==> config.mk <==
export PLATFORM = sky130hd
export DESIGN_NAME = irq_cmd_seq
export DESIGN_NICKNAME = d
export VERILOG_FILES = /design/src/rtl/irq_seq_pkg.sv /design/src/rtl/irq_cmd_decode.sv /design/src/rtl/irq_init_fsm.sv /design/src/rtl/irq_isr_unit.sv /design/src/rtl/irq_cmd_seq.sv
export SDC_FILE = /design/constraint.sdc
export NUM_CORES = 1
export LEC_CHECK = 0
export ABC_AREA = 1
export BUFFER_PORTS_ARGS = -buffer_cell sky130_fd_sc_hd__buf_4
export CAP_MARGIN = 20
export CORE_UTILIZATION = 55
export DETAILED_ROUTE_END_ITERATION = 8
export PLACE_DENSITY_LB_ADDON = 0.3
export SLEW_MARGIN = 20
export SYNTH_ARGS = -nofsm -noshare
export SYNTH_HDL_FRONTEND = slang
export SYNTH_HIERARCHICAL = 1
export SYNTH_SLANG_ARGS = --single-unit
==> constraint.sdc <==
create_clock -name clk -period 5.4 [get_ports clk]
set_input_delay 0.27 -clock clk [delete_from_list [all_inputs] [get_ports clk]]
set_output_delay 0.27 -clock clk [all_outputs]
set_load 0.05 [all_outputs]
==> src/rtl/irq_seq_pkg.sv <==
package irq_seq_pkg;
  localparam int BYTE_W  = 8;
  localparam int LINES   = 8;
  localparam int LVL_W   = $clog2(LINES);
  localparam int PHASE_W = 3;

  // command byte bit positions
  localparam int B_INIT   = 4;
  localparam int B_MODE   = 3;
  localparam int B_EOI    = 5;
  localparam int B_SL     = 6;
  localparam int B_ROT    = 7;
  localparam int B_NEED4  = 0;
  localparam int B_SINGLE = 1;

  typedef enum logic [PHASE_W-1:0] {
    PH_IDLE  = 3'd0,
    PH_W2    = 3'd1,
    PH_W3    = 3'd2,
    PH_W4    = 3'd3,
    PH_READY = 3'd4
  } phase_e;

  function automatic phase_e after_second(input logic [BYTE_W-1:0] first);
    if (!first[B_SINGLE])    return PH_W3;
    else if (first[B_NEED4]) return PH_W4;
    else                     return PH_READY;
  endfunction

  function automatic phase_e after_third(input logic [BYTE_W-1:0] first);
    return first[B_NEED4] ? PH_W4 : PH_READY;
  endfunction

  // isolate the least significant set bit
  function automatic logic [LINES-1:0] lowest_one(input logic [LINES-1:0] v);
    return v & (~v + LINES'(1));
  endfunction

  function automatic logic [LINES-1:0] level_onehot(input logic [LVL_W-1:0] lvl);
    return LINES'(1) << lvl;
  endfunction
endpackage

==> src/rtl/irq_cmd_decode.sv <==
module irq_cmd_decode
  import irq_seq_pkg::*;
#(
  parameter int DW = BYTE_W
) (
  input  logic              wr_en,
  input  logic              wr_port,
  input  logic [DW-1:0]     wr_data,
  input  logic [PHASE_W-1:0] phase,
  output logic              go_init,
  output logic              init_data,
  output logic              ld_mask,
  output logic              eoi_spec,
  output logic              eoi_low,
  output logic              ld_mode,
  output logic              reject
);
  logic cmd_wr, dat_wr, ready, in_init, is_end, is_mode;

  always_comb begin
    cmd_wr    = wr_en & ~wr_port;
    dat_wr    = wr_en & wr_port;
    ready     = (phase == PH_READY);
    in_init   = (phase == PH_W2) | (phase == PH_W3) | (phase == PH_W4);
    is_end    = ~wr_data[B_INIT] & ~wr_data[B_MODE];
    is_mode   = ~wr_data[B_INIT] &  wr_data[B_MODE];

    go_init   = cmd_wr & wr_data[B_INIT];
    init_data = dat_wr & in_init;
    ld_mask   = dat_wr & ((phase == PH_IDLE) | ready);
    eoi_spec  = cmd_wr & ready & is_end & wr_data[B_EOI] & ~wr_data[B_ROT] &  wr_data[B_SL];
    eoi_low   = cmd_wr & ready & is_end & wr_data[B_EOI] & ~wr_data[B_ROT] & ~wr_data[B_SL];
    ld_mode   = cmd_wr & ready & is_mode;
    reject    = cmd_wr & ~go_init & ~eoi_spec & ~eoi_low & ~ld_mode;
  end
endmodule

==> src/rtl/irq_init_fsm.sv <==
module irq_init_fsm
  import irq_seq_pkg::*;
#(
  parameter int DW = BYTE_W
) (
  input  logic               clk,
  input  logic               rst,
  input  logic               go_init,
  input  logic               init_data,
  input  logic [DW-1:0]      wr_data,
  output logic [PHASE_W-1:0] phase,
  output logic [DW-1:0]      icw1_q,
  output logic [DW-1:0]      icw2_q,
  output logic [DW-1:0]      icw3_q,
  output logic [DW-1:0]      icw4_q
);
  phase_e ph_q;

  always_ff @(posedge clk) begin
    if (rst) begin
      ph_q   <= PH_IDLE;
      icw1_q <= '0;
      icw2_q <= '0;
      icw3_q <= '0;
      icw4_q <= '0;
    end else if (go_init) begin
      ph_q   <= PH_W2;
      icw1_q <= wr_data;
    end else if (init_data) begin
      unique case (ph_q)
        PH_W2: begin
          icw2_q <= wr_data;
          ph_q   <= after_second(icw1_q);
        end
        PH_W3: begin
          icw3_q <= wr_data;
          ph_q   <= after_third(icw1_q);
        end
        PH_W4: begin
          icw4_q <= wr_data;
          ph_q   <= PH_READY;
        end
        default: ph_q <= ph_q;
      endcase
    end
  end

  assign phase = ph_q;
endmodule

==> src/rtl/irq_isr_unit.sv <==
module irq_isr_unit
  import irq_seq_pkg::*;
#(
  parameter int N  = LINES,
  parameter int LW = LVL_W
) (
  input  logic          clk,
  input  logic          rst,
  input  logic          eoi_spec,
  input  logic          eoi_low,
  input  logic [LW-1:0] level,
  input  logic [N-1:0]  isr_set,
  output logic [N-1:0]  isr,
  output logic [N-1:0]  isr_clr
);
  logic [N-1:0] isr_q;

  always_comb begin
    isr_clr = '0;
    if (eoi_spec)     isr_clr = level_onehot(level);
    else if (eoi_low) isr_clr = lowest_one(isr_q);
  end

  always_ff @(posedge clk) begin
    if (rst) isr_q <= '0;
    else     isr_q <= (isr_q | isr_set) & ~isr_clr;
  end

  assign isr = isr_q;
endmodule

==> src/rtl/irq_cmd_seq.sv <==
module irq_cmd_seq
  import irq_seq_pkg::*;
#(
  parameter int DW = BYTE_W,
  parameter int N  = LINES,
  localparam int LW = $clog2(N)
) (
  input  logic               clk,
  input  logic               rst,
  input  logic               wr_en,
  input  logic               wr_port,
  input  logic [DW-1:0]      wr_data,
  input  logic [N-1:0]       isr_set,
  output logic [PHASE_W-1:0] phase,
  output logic [N-1:0]       imr,
  output logic [N-1:0]       isr,
  output logic [DW-1:0]      icw1_q,
  output logic [DW-1:0]      icw2_q,
  output logic [DW-1:0]      icw3_q,
  output logic [DW-1:0]      icw4_q,
  output logic [DW-1:0]      ocw2_q,
  output logic [DW-1:0]      ocw3_q,
  output logic               err
);
  logic go_init, init_data, ld_mask, eoi_spec, eoi_low, ld_mode, reject;
  logic [N-1:0] isr_clr;

  irq_cmd_decode #(.DW(DW)) u_dec (
    .wr_en(wr_en), .wr_port(wr_port), .wr_data(wr_data), .phase(phase),
    .go_init(go_init), .init_data(init_data), .ld_mask(ld_mask),
    .eoi_spec(eoi_spec), .eoi_low(eoi_low), .ld_mode(ld_mode), .reject(reject)
  );

  irq_init_fsm #(.DW(DW)) u_fsm (
    .clk(clk), .rst(rst), .go_init(go_init), .init_data(init_data),
    .wr_data(wr_data), .phase(phase),
    .icw1_q(icw1_q), .icw2_q(icw2_q), .icw3_q(icw3_q), .icw4_q(icw4_q)
  );

  irq_isr_unit #(.N(N), .LW(LW)) u_isr (
    .clk(clk), .rst(rst), .eoi_spec(eoi_spec), .eoi_low(eoi_low),
    .level(wr_data[LW-1:0]), .isr_set(isr_set),
    .isr(isr), .isr_clr(isr_clr)
  );

  always_ff @(posedge clk) begin
    if (rst) begin
      imr    <= '0;
      ocw2_q <= '0;
      ocw3_q <= '0;
      err    <= 1'b0;
    end else begin
      err <= reject;
      if (ld_mask)             imr    <= wr_data[N-1:0];
      if (eoi_spec || eoi_low) ocw2_q <= wr_data;
      if (ld_mode)             ocw3_q <= wr_data;
    end
  end
endmodule

Yosys cells after proc, flatten, opt, wreduce, memory -nomap -nowiden
Index checks and enable logic that the tools add are counted.
{"block": "totals", "regBits": 68, "in_bits": 20, "output_inout_bits": 68, "wordCells": 70}
{"block": "classes", "n_addsub": 1, "eq_ne": 4, "shifts": 1, "n_mux": 7, "bitwise_logic": 35, "reduce_logical": 11}
{"cell": "$and A1 B1 Y1", "count": 18}
{"cell": "$and A8 B8 Y8", "count": 2}
{"cell": "$mux W8", "count": 2}
{"cell": "$not A8 Y8", "count": 2}
{"cell": "$not A1 Y1", "count": 9}
{"cell": "$pmux W3 S3", "count": 1}
{"cell": "$reduce_and A3 Y1", "count": 3}
{"cell": "$add A8 B1 Y8 const B", "count": 1}
{"cell": "$or A8 B8 Y8", "count": 1}
{"cell": "$shl A1 B3 Y8 const A", "count": 1}
{"cell": "$eq A3 B2 Y1 const B", "count": 2}
{"cell": "$mux W3", "count": 2}
{"cell": "$reduce_and A2 Y1", "count": 2}
{"cell": "$reduce_bool A4 Y1", "count": 1}
{"cell": "$eq A3 B1 Y1 const B", "count": 1}
{"cell": "$eq A3 B3 Y1 const B", "count": 1}
{"cell": "$logic_not A3 Y1", "count": 1}
{"cell": "$or A1 B1 Y1", "count": 3}
{"cell": "$reduce_bool A3 Y1", "count": 1}
{"cell": "$mux W1", "count": 2}
{"cell": "$reduce_bool A2 Y1", "count": 1}
{"cell": "$reduce_or A2 Y1", "count": 1}
{"cell": "$logic_or A1 B1 Y1", "count": 1}

Longest topological paths before layout
Gate-level depths: netlist (run 1).
{"block": "logic_depth", "depth_word": 11, "ltp_mapped": 11, "depth_no_buf": 11}

Modules after synthesis
The synthesis (run 1) kept the hierarchy.
{"mod": "irq_init_fsm", "n_inst": 1, "cells_per_inst": 169, "area_each_um2": 1318.8, "seq_area_each_um2": 700.7}
{"mod": "irq_cmd_seq", "n_inst": 1, "cells_per_inst": 122, "area_each_um2": 904.6, "seq_area_each_um2": 500.5}
{"mod": "irq_isr_unit", "n_inst": 1, "cells_per_inst": 76, "area_each_um2": 515.5, "seq_area_each_um2": 160.2}
{"mod": "irq_cmd_decode", "n_inst": 1, "cells_per_inst": 26, "area_each_um2": 118.9, "seq_area_each_um2": 0.0}

Worst setup path before layout (run 1)
No wires, ideal clock.
{"block": "synth_timing", "kind": "register to register", "startpoint": "register u_fsm.ph_q[0], in the netlist u_fsm/phase[0]", "endpoint": "register u_fsm.icw4_q[0]", "setup_time_ps": 116, "arrival_ps": 1964, "required_time_ps": 5284, "path_slack_ps": 3319, "path_stages_with_launch": 11, "n_path_buf": 0, "period_less_slack_ps": 2081, "path_cell_list": "dfxtp_1 > inv_1 > nand2_2 > nor3b_1 > inv_2 > nor2_8 > inv_4 > nor2_4 > inv_2 > nor2_1 > nor2_1"}
{"block": "synth_between", "elab_chain_len": 5, "elab_cells_between_ends": 7, "cone_classes": "3 x eq/ne; 3 x bitwise; 1 x reduce/logical"}
{"element": "start: declaration", "line": "irq_init_fsm.sv:17", "text": "phase_e ph_q;"}
{"element": "start signal: assignment", "line": "irq_init_fsm.sv:33", "text": "ph_q <= after_second(icw1_q);"}
{"element": "start signal: assignment", "line": "irq_init_fsm.sv:37", "text": "ph_q <= after_third(icw1_q);"}
{"element": "start signal: assignment", "line": "irq_init_fsm.sv:43", "text": "default: ph_q <= ph_q;"}
{"element": "$eq A3 B1 Y1 or $eq A3 B2 Y1 (tied branches)", "line": "irq_cmd_decode.sv:24", "text": "in_init = (phase == PH_W2) | (phase == PH_W3) | (phase == PH_W4);"}
{"element": "$or A1 B1 Y1", "line": "irq_cmd_decode.sv:24"}
{"element": "$or A1 B1 Y1 (*)", "line": "irq_cmd_decode.sv:24"}
{"element": "$and A1 B1 Y1 (*)", "line": "irq_cmd_decode.sv:29", "text": "init_data = dat_wr & in_init;"}
{"element": "named net init_data", "line": "irq_cmd_seq.sv:25", "text": "logic go_init, init_data, ld_mask, eoi_spec, eoi_low, ld_mode, reject;"}
{"element": "$reduce_and A3 Y1 (no line) (*)"}
{"element": "end signal: assignment", "line": "irq_init_fsm.sv:40", "text": "icw4_q <= wr_data;"}
{"element": "end: declaration", "line": "irq_init_fsm.sv:15", "text": "output logic [DW-1:0] icw4_q"}
The timed path passes the listed nets; every way through them passes the cells marked *.
A chain may end at the register's enable or synchronous reset.

Final worst setup path (run 1)
{"block": "layout_timing", "startpoint": "register u_fsm.ph_q[0], in the netlist u_fsm/phase[0]", "endpoint": "register u_fsm.icw4_q[2]"}
The elaborated chain is that of the path after synthesis.

==> impl_summary.txt, run 1 <==
----------------------------------------------------
[Worst setup path]
  Worst reg-to-reg setup slack ... around 3.4 ns
  Arrival time worst endpoint ... about 2.2 ns
  Depth of the worst register-to-register path ... 10
  Worst path required time ... between 5 and 6 ns
  Start of the worst register-to-register path ... u_fsm/phase[0]$_SDFFE_PP0P_
  Cell-by-cell listing of the critical path ... inv_1 > nand2_2 > nor3b_1 > inv_2 > nor2_8 > inv_4 > nor2_4 > inv_2 > nor2_1 > nor2_1
  Highest net fanout along the worst path ... 9
  Reg-to-Reg End ... u_fsm/icw4_q[2]$_SDFFE_PP0P_
  Max incr delay on CP ... 0.46 ns
  Critical path launch point type ... flop
  Category of the worst setup path capture point ... flop
  CP Class ... reg2reg
  Master of the slowest instance on the critical path ... sky130_fd_sc_hd__dfxtp_1

[Floorplan]
  Starting utilization of the core area ... 0.589
  Area of the die ... 5490 um^2
  Ports ... 88
  Die Y ... 74.1 um
  Number of placement rows ... 25
  Die span in x ... 74.1 um
  Placeable core area ... 4850 um^2

[Timing]
  Worst Hold Margin ... 0.153 ns
  Sum of negative setup slack ... 0 ns
  Worst-margin pin slew ... between 0.8 and 0.9 ns
  Tightest slew margin relative to the limit ... 0.431
  Pins Over Slew Limit ... 0
  Final Setup Violations ... 0
  RSZ-0062 raised after global routing ... no
  Timing-limited maximum frequency ... roughly 500 MHz
  Hold Vio Cnt, Final ... 0
  Final critical-path share of the clock period ... 0.373
  Worst clock skew ... between 0.008 and 0.009 ns
  Tmin final ... between 2 and 2.5 ns

[Hold path]
  Type of the worst min-delay path ... in2reg
  Endpoint of the worst hold path ... err$_SDFF_PP0_
  Hold path cells ... 2
  Worst Hold Launch ... rst

[CTS]
  CTS root buffer ... sky130_fd_sc_hd__clkbuf_8
  Clock buffer count from CTS ... 9
  Latest clock arrival within the worst-skew pair ... ~0.34 ns
  CTS H-tree lvls ... 3
  Hold-fix buffers at CTS ... 0
  Clock sink count ... 68
  Number of gates given a new drive strength after cts ... 0
  Buffer depth of the longest clock path ... 2
  Clock tree from TritonCTS ... done
  Clock-pin slew reported for the worst setup and hold paths after clock tree synthesis ... ~0.070 ns
  Number of setup buffers added after CTS ... 0

[Placement]
  Buffers added on ports ... between 80 and 90
  Post-detailed-placement cell area ... 3550 um^2
  Estimated wirelength of the detail-placed design ... 4.83 mm
  GP Congestion ... 0.919

[Yosys]
  Number of flip-flops and latches in the synthesized netlist ... 68
  Post-Syn Nets ... about 410
  Synth warn ... 6
  Average instance area after synthesis ... 7.27 um^2
  Register area share after synthesis ... 0.476
  Synthesized netlist cell count ... a little under 400
  Cell Area, Synth ... between 2000 and 3000 um^2
  Post-synthesis cell type count ... 27

[Drt]
  Final routed DRC violation total ... 0
  Iteration-0 DRC count of the detailed router ... between 200 and 250
  Remaining antenna violation count ... 0
  Average wire per cell in the routed design ... approximately 13 um
  Detailed Route WL ... between 7 and 8 mm
  Detailed-route via count ... 2803
  Number of optimization iterations in the first detailed-route pass ... 5
  Via-to-Cell Ratio ... 5.04

[Job]
  Max Cap Viol ... 0

[Power]
  Static leakage ... 1.87 nW
  Total power after layout ... between 1 and 1.5 mW
  Power Dens Cells ... around 300 nW/um^2
  Maximum vdd drop ... 0.187 mV

[Global route]
  Vias in the first global route ... 2427
  GRT Residual Overflow ... 0
  First-pass GRT wire length ... approximately 11 mm
  Maximum number of pins on one net before global-route repair ... 33
  Global Route Usage Sum ... 0.281
  Number of antenna violations at the first check in global routing ... 0

[Outcome]
  Result of the run ... complete, no violations

[Final layout]
  Final #Nets ... just over 500
  Most frequent standard cell in the layout excluding fill and tap cells ... sky130_fd_sc_hd__nor2_1
  Ratio of cells with drive above 1 in the final layout ... 0.290
  Core utilization of the finished layout ... 0.778
  Ant diodes ... 0
  Final instance area ... 3770 um^2
  Synthesis-to-finish area growth ... 32.0%
  Most frequent cells in the layout ... 132 x sky130_fd_sc_hd__nor2_1, 87 x sky130_fd_sc_hd__buf_4, 68 x sky130_fd_sc_hd__dfxtp_1

----------------------------------------------------
## cells in the mapped netlist (all sizes together)
library cell / count / area share
a21oi: 3 / 0.0053
and2: 1 / 0.0022
buf: 4 / 0.012
clkbuf: 3 / 0.0039
clkinv: 1 / 0.0013
dfxtp: 68 / 0.48
inv: 42 / 0.056
nand2: 51 / 0.076
nand3: 12 / 0.028
nand4: 1 / 0.0022
nor2: 143 / 0.21
nor3: 1 / 0.0017
nor3b: 1 / 0.0026
nor4: 1 / 0.0022
o21ai: 59 / 0.11
o22ai: 2 / 0.0088
## per-layer routing
metal	vias to the layer above	global-route usage	routed length (um)
li1	1411	-	-
met2	124	0.459	3390
met5	-	0	0
met1	1257	0.366	3160
met3	11	0.0596	520
met4	0	0.105	104
## through the flow
stage | setup slack [ns] | instances
final | 3.39 | 556
after global routing | 3.20 | 556
after CTS | 3.19 | 556
after detailed placement | 3.26 | 540
after global placement | 3.31 | 540
after floorplan | 3.32 | 393
## cell type report
type	count	area [um^2]
Sequential cell	68	1360
Multi-Input combinational cell	275	1290
Fill cell	369	1080
Timing Repair Buffer	87	653
Inverter	43	164
Clock buffer	11	141
Tap cell	67	83.8
Clock inverter	5	75.1
## cell families (layout without fill, tap and decap cells)
family                 count (synthesis)  count (layout)  share of synthesized area
and+or+nand+nor                      211             211                      0.329
DFF                                   68              68                      0.476
buffers and inverters                 50             146                     0.0736
AOI/OAI and AO/OA                     64              64                      0.121
## report_power, final
| part | internal, mW | leakage, nW | switching [mW] | total [mW] |
|---|---|---|---|---|
| registers | 0.514 | 0.553 | 0.00951 | 0.523 |
| clock network | 0.270 | 0.113 | 0.185 | 0.456 |
| logic | 0.0371 | 1.20 | 0.0908 | 0.128 |
| total | 0.821 | 1.87 | 0.286 | 1.11 |
## worst max path at each step
stage / from / end / slack (ns)
after global placement: wr_data[3] / ocw3_q[1]$_SDFFE_PP0P_ / 3.31
after CTS: u_fsm/phase[0]$_SDFFE_PP0P_ / ocw3_q[5]$_SDFFE_PP0P_ / 3.19
after detailed placement: wr_data[3] / ocw3_q[1]$_SDFFE_PP0P_ / 3.26
after floorplan: u_fsm/phase[0]$_SDFFE_PP0P_ / u_fsm/icw4_q[0]$_SDFFE_PP0P_ / 3.32
final: u_fsm/phase[0]$_SDFFE_PP0P_ / u_fsm/icw4_q[2]$_SDFFE_PP0P_ / 3.39
after global routing: u_fsm/phase[0]$_SDFFE_PP0P_ / u_fsm/icw4_q[2]$_SDFFE_PP0P_ / 3.20
## state kept, by name (all words and copies together), names as in the netlist, 8 cells and up
signal	flops
imr	8
u_fsm/icw4_q	8
u_fsm/icw1_q	8
ocw3_q	8
u_fsm/icw2_q	8
u_isr/isr	8
ocw2_q	8
u_fsm/icw3_q	8
## worst max-delay path, delay by kind of cell (launching register included)
| kind | cells | cell delay (ns) |
|---|---|---|
| DFF | 1 | 0.46 |
| buffers and inverters | 4 | 0.38 |
| and+or+nand+nor | 6 | 1.04 |
Note: power is estimated with default switching activity, not from simulation.
==> run 2, diff against run 1 <==
--- a/config.mk
+++ b/config.mk
@@ -8,7 +8,7 @@
 export ABC_AREA = 1
 export BUFFER_PORTS_ARGS = -buffer_cell sky130_fd_sc_hd__buf_4
 export CAP_MARGIN = 20
-export CORE_UTILIZATION = 55
+export CORE_UTILIZATION = 46
 export DETAILED_ROUTE_END_ITERATION = 8
 export PLACE_DENSITY_LB_ADDON = 0.3
 export SLEW_MARGIN = 20
==> constraint.sdc (replaced) <==
create_clock -name clk -period 1.66 [get_ports clk]
set_input_delay 0.083 -clock clk [delete_from_list [all_inputs] [get_ports clk]]
set_output_delay 0.083 -clock clk [all_outputs]
set_load 0.05 [all_outputs]
==> run 2 against run 1 <==
Compared with the run above:
- first-iteration DRC count down 56%
- total power grew to 3.2 times the previous value
- critical endpoint unchanged
- combinational power rose to 3.5 times the previous value
- largest power group unchanged
- via count increased by 0.93%
- sequential power grew to 3.3 times the previous value
- critical path type unchanged
- clock skew decreased by 0.0016 ns
- final cell count grew 4.0%
- die area grew 19%
- register-to-register slack worse by 3.3 ns
- cell area rose by 4.0%
- critical path depth did not move
==> impl_summary.txt, run 2 (same netlist as run 1, synthesis figures left out) <==
----------------------------------------------------
[Outcome]
  Result of the run ... complete, no violations

[Timing]
  Hold Vio Cnt, Final ... 0 (unchanged)
  Timing-limited maximum frequency ... 640 MHz (+29%)
  Final Setup Violations ... 0 (unchanged)
  Worst clock skew ... 0.00686 ns (-0.00156 ns)
  Worst-margin pin slew ... 0.630 ns (-0.220 ns)
  Final worst slack ... 0.0968 ns (-3.29 ns)
  Final critical-path share of the clock period ... 0.942 (+0.569)
  Pins Over Slew Limit ... 0 (unchanged)
  Tightest slew margin relative to the limit ... 0.579 (+0.149)
  Sum of negative setup slack ... 0 ns (unchanged)
  Tmin final ... 1.56 ns (-0.450 ns)

[Global route]
  First-pass GRT wire length ... 11.9 mm (+4.0%)
  GRT Residual Overflow ... 0 (unchanged)
  Maximum number of pins on one net before global-route repair ... 25 (-24%)
  Vias in the first global route ... 2548 (+5.0%)
  Global Route Usage Sum ... 0.244 (-0.0371)
  Number of antenna violations at the first check in global routing ... 0 (unchanged)

[Worst setup path]
  Highest net fanout along the worst path ... 5 (-4)
  Critical Path Start ... u_fsm/phase[0]$_SDFFE_PP0P_
  Arrival time worst endpoint ... 1.85 ns (-0.39 ns)
  Category of the worst setup path capture point ... flop
  Worst path required time ... 1.94 ns (-3.69 ns)
  Start of the worst register-to-register path ... u_fsm/phase[0]$_SDFFE_PP0P_
  Worst reg-to-reg setup slack ... 0.1 ns (-3.29 ns)
  End of the critical path ... u_fsm/icw4_q[2]$_SDFFE_PP0P_
  Reg-to-Reg End ... u_fsm/icw4_q[2]$_SDFFE_PP0P_
  CP Class ... reg2reg
  Critical path launch point type ... flop
  Depth of the worst register-to-register path ... 10 (unchanged)

[CTS]
  Clock sink count ... 68 (unchanged)
  Buffer depth of the longest clock path ... 2 (unchanged)
  CTS H-tree lvls ... 3 (unchanged)
  Clock-pin slew reported for the worst setup and hold paths after clock tree synthesis ... 0.07 ns (about the same)
  Latest clock arrival within the worst-skew pair ... 0.34 ns (about the same)
  CTS root buffer ... sky130_fd_sc_hd__clkbuf_8
  Clock tree from TritonCTS ... done
  Clock buffer count from CTS ... 9 (unchanged)

[Drt]
  Final routed DRC violation total ... 0 (unchanged)
  Average wire per cell in the routed design ... 13.2 um (+2.0%)
  Detailed Route WL ... 7.61 mm (+6.1%)
  Via-to-Cell Ratio ... 4.89 (-2.9%)
  Number of optimization iterations in the first detailed-route pass ... 4 (-1)
  Detailed-route via count ... 2829 (+0.93%)
  Remaining antenna violation count ... 0 (unchanged)
  Iteration-0 DRC count of the detailed router ... 100 (-56%)

[Final layout]
  Ratio of cells with drive above 1 in the final layout ... 0.310 (+0.0198)
  Final #Nets ... 518 (+2.8%)
  Most frequent standard cell in the layout excluding fill and tap cells ... sky130_fd_sc_hd__nor2_1
  Synthesis-to-finish area growth ... 37.2%
  Non-filler instance count after layout ... 578 (+4.0%)
  Final instance area ... 3920 um^2 (+4.0%)
  Ant diodes ... 0 (unchanged)
  Most frequent cells in the layout ... 130 x sky130_fd_sc_hd__nor2_1, 96 x sky130_fd_sc_hd__buf_4, 65 x sky130_fd_sc_hd__dfxtp_1

[Power]
  Power Dens Cells ... 901 nW/um^2 (+210%)
  Clock Power Share ... 0.394 (-0.018)
  Switching Fraction ... 0.268 (+0.00956)
  Net switching power ... 945 uW (+230%)
  Int Pwr ... 2.59 mW (+220%)
  Sequential power share ... 0.481 (+0.008)
  Maximum vdd drop ... 0.622 mV (+230%)
  Static leakage ... 1.93 nW (+3.2%)
  Part of the total power dissipated in combinational logic ... 0.125 (+0.009)

[Floorplan]
  Starting utilization of the core area ... 0.480 (-0.110)
  Die Y ... 80.8 um (+9.1%)
  Die span in x ... 80.8 um (+9.1%)
  Placeable core area ... 5960 um^2 (+23%)
  Number of placement rows ... 28 (+12%)
  Area of the die ... 6530 um^2 (+19%)
  Ports ... 88 (unchanged)

[Placement]
  Buffers added on ports ... 87 (unchanged)
  Placed instance count ... 554 (+2.6%)
  Post-detailed-placement cell area ... 3630 um^2 (+2.3%)
  Estimated wirelength of the detail-placed design ... 5.11 mm (+5.8%)
  Worst slack, placed ... 0.0739 ns (-3.19 ns)
  GP Congestion ... 0.857 (-6.7%)

[Hold path]
  Type of the worst min-delay path ... in2reg

[Job]
  Max Cap Viol ... 0 (unchanged)

----------------------------------------------------
==> run 2: critical path, stage by stage, from the launching register on <==
cell and delay (ns):
sky130_fd_sc_hd__dfxtp_4 0.37, sky130_fd_sc_hd__inv_1 0.05, sky130_fd_sc_hd__nand2_2 0.12, sky130_fd_sc_hd__nor3b_4 0.25, sky130_fd_sc_hd__inv_2 0.09, sky130_fd_sc_hd__nor2_8 0.11, sky130_fd_sc_hd__inv_4 0.06, sky130_fd_sc_hd__nor2_4 0.14
sky130_fd_sc_hd__buf_4 0.15, sky130_fd_sc_hd__o21ai_0 0.08, sky130_fd_sc_hd__nor2_1 0.09
==> run 2: worst min-delay path by stage <==
stage / startpoint / end / slack [ns] / cells after the start
floorplan: rst / u_fsm/phase[0]$_SDFFE_PP0P_ / 0.15 / 1
global placement: rst / u_fsm/phase[0]$_SDFFE_PP0P_ / 0.30 / 2
detailed placement: rst / u_fsm/phase[0]$_SDFFE_PP0P_ / 0.31 / 2
CTS: isr_set[4] / u_isr/isr[4]$_SDFF_PP0_ / 0.01 / 3
global route: isr_set[7] / u_isr/isr[7]$_SDFF_PP0_ / 0.04 / 3
finish: isr_set[4] / u_isr/isr[4]$_SDFF_PP0_ / 0.03 / 3
==> run 2: what timing repair did <==
| action | in CTS | in global routing |
|---|---|---|
| hold buffers | 5 | 0 |
| endpoints found under the setup margin | 0 | 10 |
| resized for setup | 0 | 3 |
| buffers inserted | 0 | 3 |
| hold endpoints to repair | 6 | 0 |
==> run 2: routing by layer <==
metal / vias to the layer above / wire length, um / share of wire / track usage
li1: 1433 / - / - / -
met1: 1293 / 3370 / 0.44 / 0.317
met2: 95 / 3500 / 0.46 / 0.385
met3: 8 / 651 / 0.086 / 0.0730
met4: 0 / 93 / 0.012 / 0.0804
met5: - / 0 / 0 / 0
==> run 2: power groups by stage <==
stage | clock network (mW) | registers (mW) | logic (mW)
global route | 1.49 | 1.70 | 0.473
finish | 1.39 | 1.70 | 0.442
global placement | 0 | 1.74 | 0.421
CTS | 1.43 | 1.70 | 0.437
detailed placement | 0 | 1.74 | 0.426
floorplan | 0 | 1.87 | 0.120
==> run 2: stage by stage <==
stage                     hold slack [ns]  utilization  power (mW)
after global placement              0.304        0.609        2.16
after detailed placement            0.307        0.609        2.16
final                              0.0258        0.658        3.53
after floorplan                     0.146            -        1.99
after CTS                          0.0120        0.652        3.56
after global routing               0.0361        0.658        3.67
==> run 2: layout make-up <==
type	count	area [um^2]
Multi-Input combinational cell	275	1320
Sequential cell	68	1370
Tap cell	75	93.8
Fill cell	572	2030
Clock inverter	4	47.5
Timing Repair Buffer	101	771
Inverter	43	164
Clock buffer	12	156
==> run 3, diff against run 2 <==
==> constraint.sdc (replaced) <==
create_clock -name clk -period 1.66 [get_ports clk]
set_input_delay 0.249 -clock clk [delete_from_list [all_inputs] [get_ports clk]]
set_output_delay 0.249 -clock clk [all_outputs]
set_load 0.05 [all_outputs]
==> run 3 against run 2 <==
Compared with the run above:
- clock skew shrank 0.00099 ns
- final cell count shrank 0.17%
- wire length shrank 2.4%
- global-route usage shrank 0.27 points
- worst setup slack gained 0.035 ns
- core utilization shrank 0.59 points
- first-iteration DRC count grew 23%
- combinational power shrank 1%
- sequential power is essentially flat
- critical path depth is the same
- critical endpoint is now u_fsm/icw2_q[2]$_SDFFE_PP0P_
==> impl_summary.txt, run 3 (same netlist as run 1, synthesis figures left out) <==
----------------------------------------------------
[Timing]
  Final Setup Violations ... 0 (unchanged)
  RSZ-0062 raised after global routing ... no
  Hold Vio Cnt, Final ... 0 (unchanged)
  Worst clock skew ... 0.00587 ns (-0.000993 ns)
  Sum of negative setup slack ... 0 ns (unchanged)
  Timing-limited maximum frequency ... 654 MHz (+2.3%)
  Final worst slack ... 0.131 ns (+0.0347 ns)
  Tightest slew margin relative to the limit ... 0.779 (+0.200)
  Worst-margin pin slew ... 0.330 ns (-0.300 ns)
  Final critical-path share of the clock period ... 0.921 (-0.0209)
  Pins Over Slew Limit ... 0 (unchanged)
  Tmin final ... 1.53 ns (-0.0347 ns)

[CTS]
  Latest clock arrival within the worst-skew pair ... 0.34 ns (about the same)
  Hold-fix buffers at CTS ... 0 (-5)
  Clock buffer count from CTS ... 9 (unchanged)
  Clock sink count ... 68 (unchanged)
  Clock-pin slew reported for the worst setup and hold paths after clock tree synthesis ... 0.08 ns (about the same)
  CTS H-tree lvls ... 3 (unchanged)
  Clock tree from TritonCTS ... done
  Buffer depth of the longest clock path ... 2 (unchanged)
  CTS root buffer ... sky130_fd_sc_hd__clkbuf_8

[Global route]
  Global Route Usage Sum ... 0.241 (-0.00272)
  Vias in the first global route ... 2462 (-3.4%)
  Maximum number of pins on one net before global-route repair ... 33 (+32%)
  GRT Residual Overflow ... 0 (unchanged)
  First-pass GRT wire length ... 11.8 mm (-0.98%)
  Number of antenna violations at the first check in global routing ... 0 (unchanged)

[Hold path]
  Hold path cells ... 2 (-1)
  Type of the worst min-delay path ... in2reg
  Endpoint of the worst hold path ... u_fsm/phase[0]$_SDFFE_PP0P_
  Worst Hold Launch ... rst

[Drt]
  Remaining antenna violation count ... 0 (unchanged)
  Via-to-Cell Ratio ... 4.82 (-1.6%)
  Average wire per cell in the routed design ... 12.9 um (-2.2%)
  Number of optimization iterations in the first detailed-route pass ... 4 (unchanged)
  Final routed DRC violation total ... 0 (unchanged)
  Detailed-route via count ... 2780 (-1.7%)
  Detailed Route WL ... 7.43 mm (-2.4%)
  Iteration-0 DRC count of the detailed router ... 123 (+23%)

[Floorplan]
  Number of placement rows ... 28 (unchanged)
  Die Y ... 80.8 um (unchanged)
  Area of the die ... 6530 um^2 (unchanged)
  Starting utilization of the core area ... 0.480 (unchanged)
  Placeable core area ... 5960 um^2 (unchanged)
  Ports ... 88 (unchanged)
  Die span in x ... 80.8 um (unchanged)

[Outcome]
  Result of the run ... complete, no violations

[Worst setup path]
  Critical path launch point type ... flop
  Worst path required time ... 1.90 ns (-0.04 ns)
  Master of the slowest instance on the critical path ... sky130_fd_sc_hd__dfxtp_4
  Highest net fanout along the worst path ... 9 (+4)
  Cell-by-cell listing of the critical path ... inv_1 > nand2_4 > nor3b_4 > inv_2 > nor2_8 > inv_4 > nor2_8 > inv_2 > nor2_1 > nor2_1
  Arrival time worst endpoint ... 1.77 ns (-0.08 ns)
  Max incr delay on CP ... 0.39 ns (+0.02 ns)
  Count of buffer and inverter cells on the critical path ... 4 (unchanged)
  Cell family with the largest share of critical-path delay ... simple AND/OR/NAND/NOR gates
  Depth of the worst register-to-register path ... 10 (unchanged)
  Worst reg-to-reg setup slack ... 0.13 ns (+0.03 ns)
  CP Class ... reg2reg
  Start of the worst register-to-register path ... u_fsm/phase[0]$_SDFFE_PP0P_
  Category of the worst setup path capture point ... flop
  Reg-to-Reg End ... u_fsm/icw2_q[2]$_SDFFE_PP0P_

[Final layout]
  Ratio of cells with drive above 1 in the final layout ... 0.319 (+0.00859)
  Most frequent standard cell in the layout excluding fill and tap cells ... sky130_fd_sc_hd__nor2_1
  Final instance area ... 3890 um^2 (-0.89%)
  Ant diodes ... 0 (unchanged)
  Total of fill cells in the finished design ... 554 (-3.1%)
  Final #Nets ... 517 (-0.19%)
  Most frequent cells in the layout ... 130 x sky130_fd_sc_hd__nor2_1, 100 x sky130_fd_sc_hd__buf_4, 65 x sky130_fd_sc_hd__dfxtp_1
  Synthesis-to-finish area growth ... 36.0%

[Placement]
  Post-detailed-placement cell area ... 3670 um^2 (+1.0%)
  GP Congestion ... 0.829 (-3.3%)
  Buffers added on ports ... 87 (unchanged)
  Estimated wirelength of the detail-placed design ... 5.11 mm (-0.14%)
  Worst slack, placed ... 0.0592 ns (-0.0147 ns)

[Power]
  Total power after layout ... 3.45 mW (-2.5%)
  Maximum vdd drop ... 0.567 mV (-8.9%)
  Power Dens Cells ... 887 nW/um^2 (-1.6%)
  Static leakage ... 1.92 nW (-0.47%)

[Job]
  Max Cap Viol ... 0 (unchanged)

----------------------------------------------------
[run 3: cell types whose count changed in the layout (fill, tap and decap cells not counted), sizes merged]
| cell | previous run | this run |
|---|---|---|
| dlygate4sd3 | 5 | 0 |
| clkinv | 3 | 4 |
| clkbuf | 12 | 11 |
| buf | 96 | 100 |
[run 3: final cells by class]
cell class                 count  area, um^2  area share
multi-input combinational    275        1320       0.341
clock inverter                 5        52.6      0.0135
tap                           75        93.8      0.0241
inverter                      43         164      0.0422
timing repair buffer         100         751       0.193
clock buffer                  11         131      0.0338
sequential                    68        1370       0.353
[run 3: what timing repair did]
item / 4_1_cts / 5_1_grt
setup endpoints to repair: 0 / 18
gates resized for setup: 0 / 4
buffers inserted: 0 / 2
[run 3: metrics by stage]
| step | hold WS, ns | cells | utilization |
|---|---|---|---|
| detailed placement | 0.469 | 559 | 0.616 |
| global route | 0.113 | 577 | 0.653 |
| floorplan | 0.312 | 393 | - |
| finish | 0.119 | 577 | 0.653 |
| global placement | 0.462 | 559 | 0.616 |
| CTS | 0.109 | 575 | 0.646 |
[run 3: routing by layer]
metal | share of wire | wire [um] | global-route usage
met1 | 0.45 | 3350 | 0.306
met2 | 0.45 | 3340 | 0.377
met3 | 0.092 | 686 | 0.0865
met4 | 0.0067 | 50 | 0.0804
met5 | 0 | 0 | 0
[run 3: worst max-delay path by stage]
| stage | start | end | slack (ns) | depth (start not counted) |
|---|---|---|---|---|
| final | u_fsm/phase[0]$_SDFFE_PP0P_ | u_fsm/icw2_q[2]$_SDFFE_PP0P_ | 0.13 | 10 |
| after global routing | u_fsm/phase[0]$_SDFFE_PP0P_ | u_fsm/icw4_q[2]$_SDFFE_PP0P_ | 0.02 | 10 |
| after CTS | u_fsm/phase[0]$_SDFFE_PP0P_ | u_fsm/icw4_q[2]$_SDFFE_PP0P_ | 0.06 | 10 |
| after detailed placement | u_fsm/phase[0]$_SDFFE_PP0P_ | u_fsm/icw4_q[2]$_SDFFE_PP0P_ | 0.06 | 10 |
| after global placement | u_fsm/phase[0]$_SDFFE_PP0P_ | u_fsm/icw4_q[4]$_SDFFE_PP0P_ | 0.10 | 10 |
| after floorplan | u_fsm/phase[0]$_SDFFE_PP0P_ | u_fsm/icw4_q[0]$_SDFFE_PP0P_ | 0.05 | 10 |
[run 3: power breakdown]
part           leakage (nW)  switching [mW]  total (mW)  internal [mW]
combinational          1.27           0.301       0.436          0.135
clock                0.0931           0.622        1.31          0.687
sequential            0.555          0.0319        1.70           1.67
total                  1.92           0.955        3.45           2.49
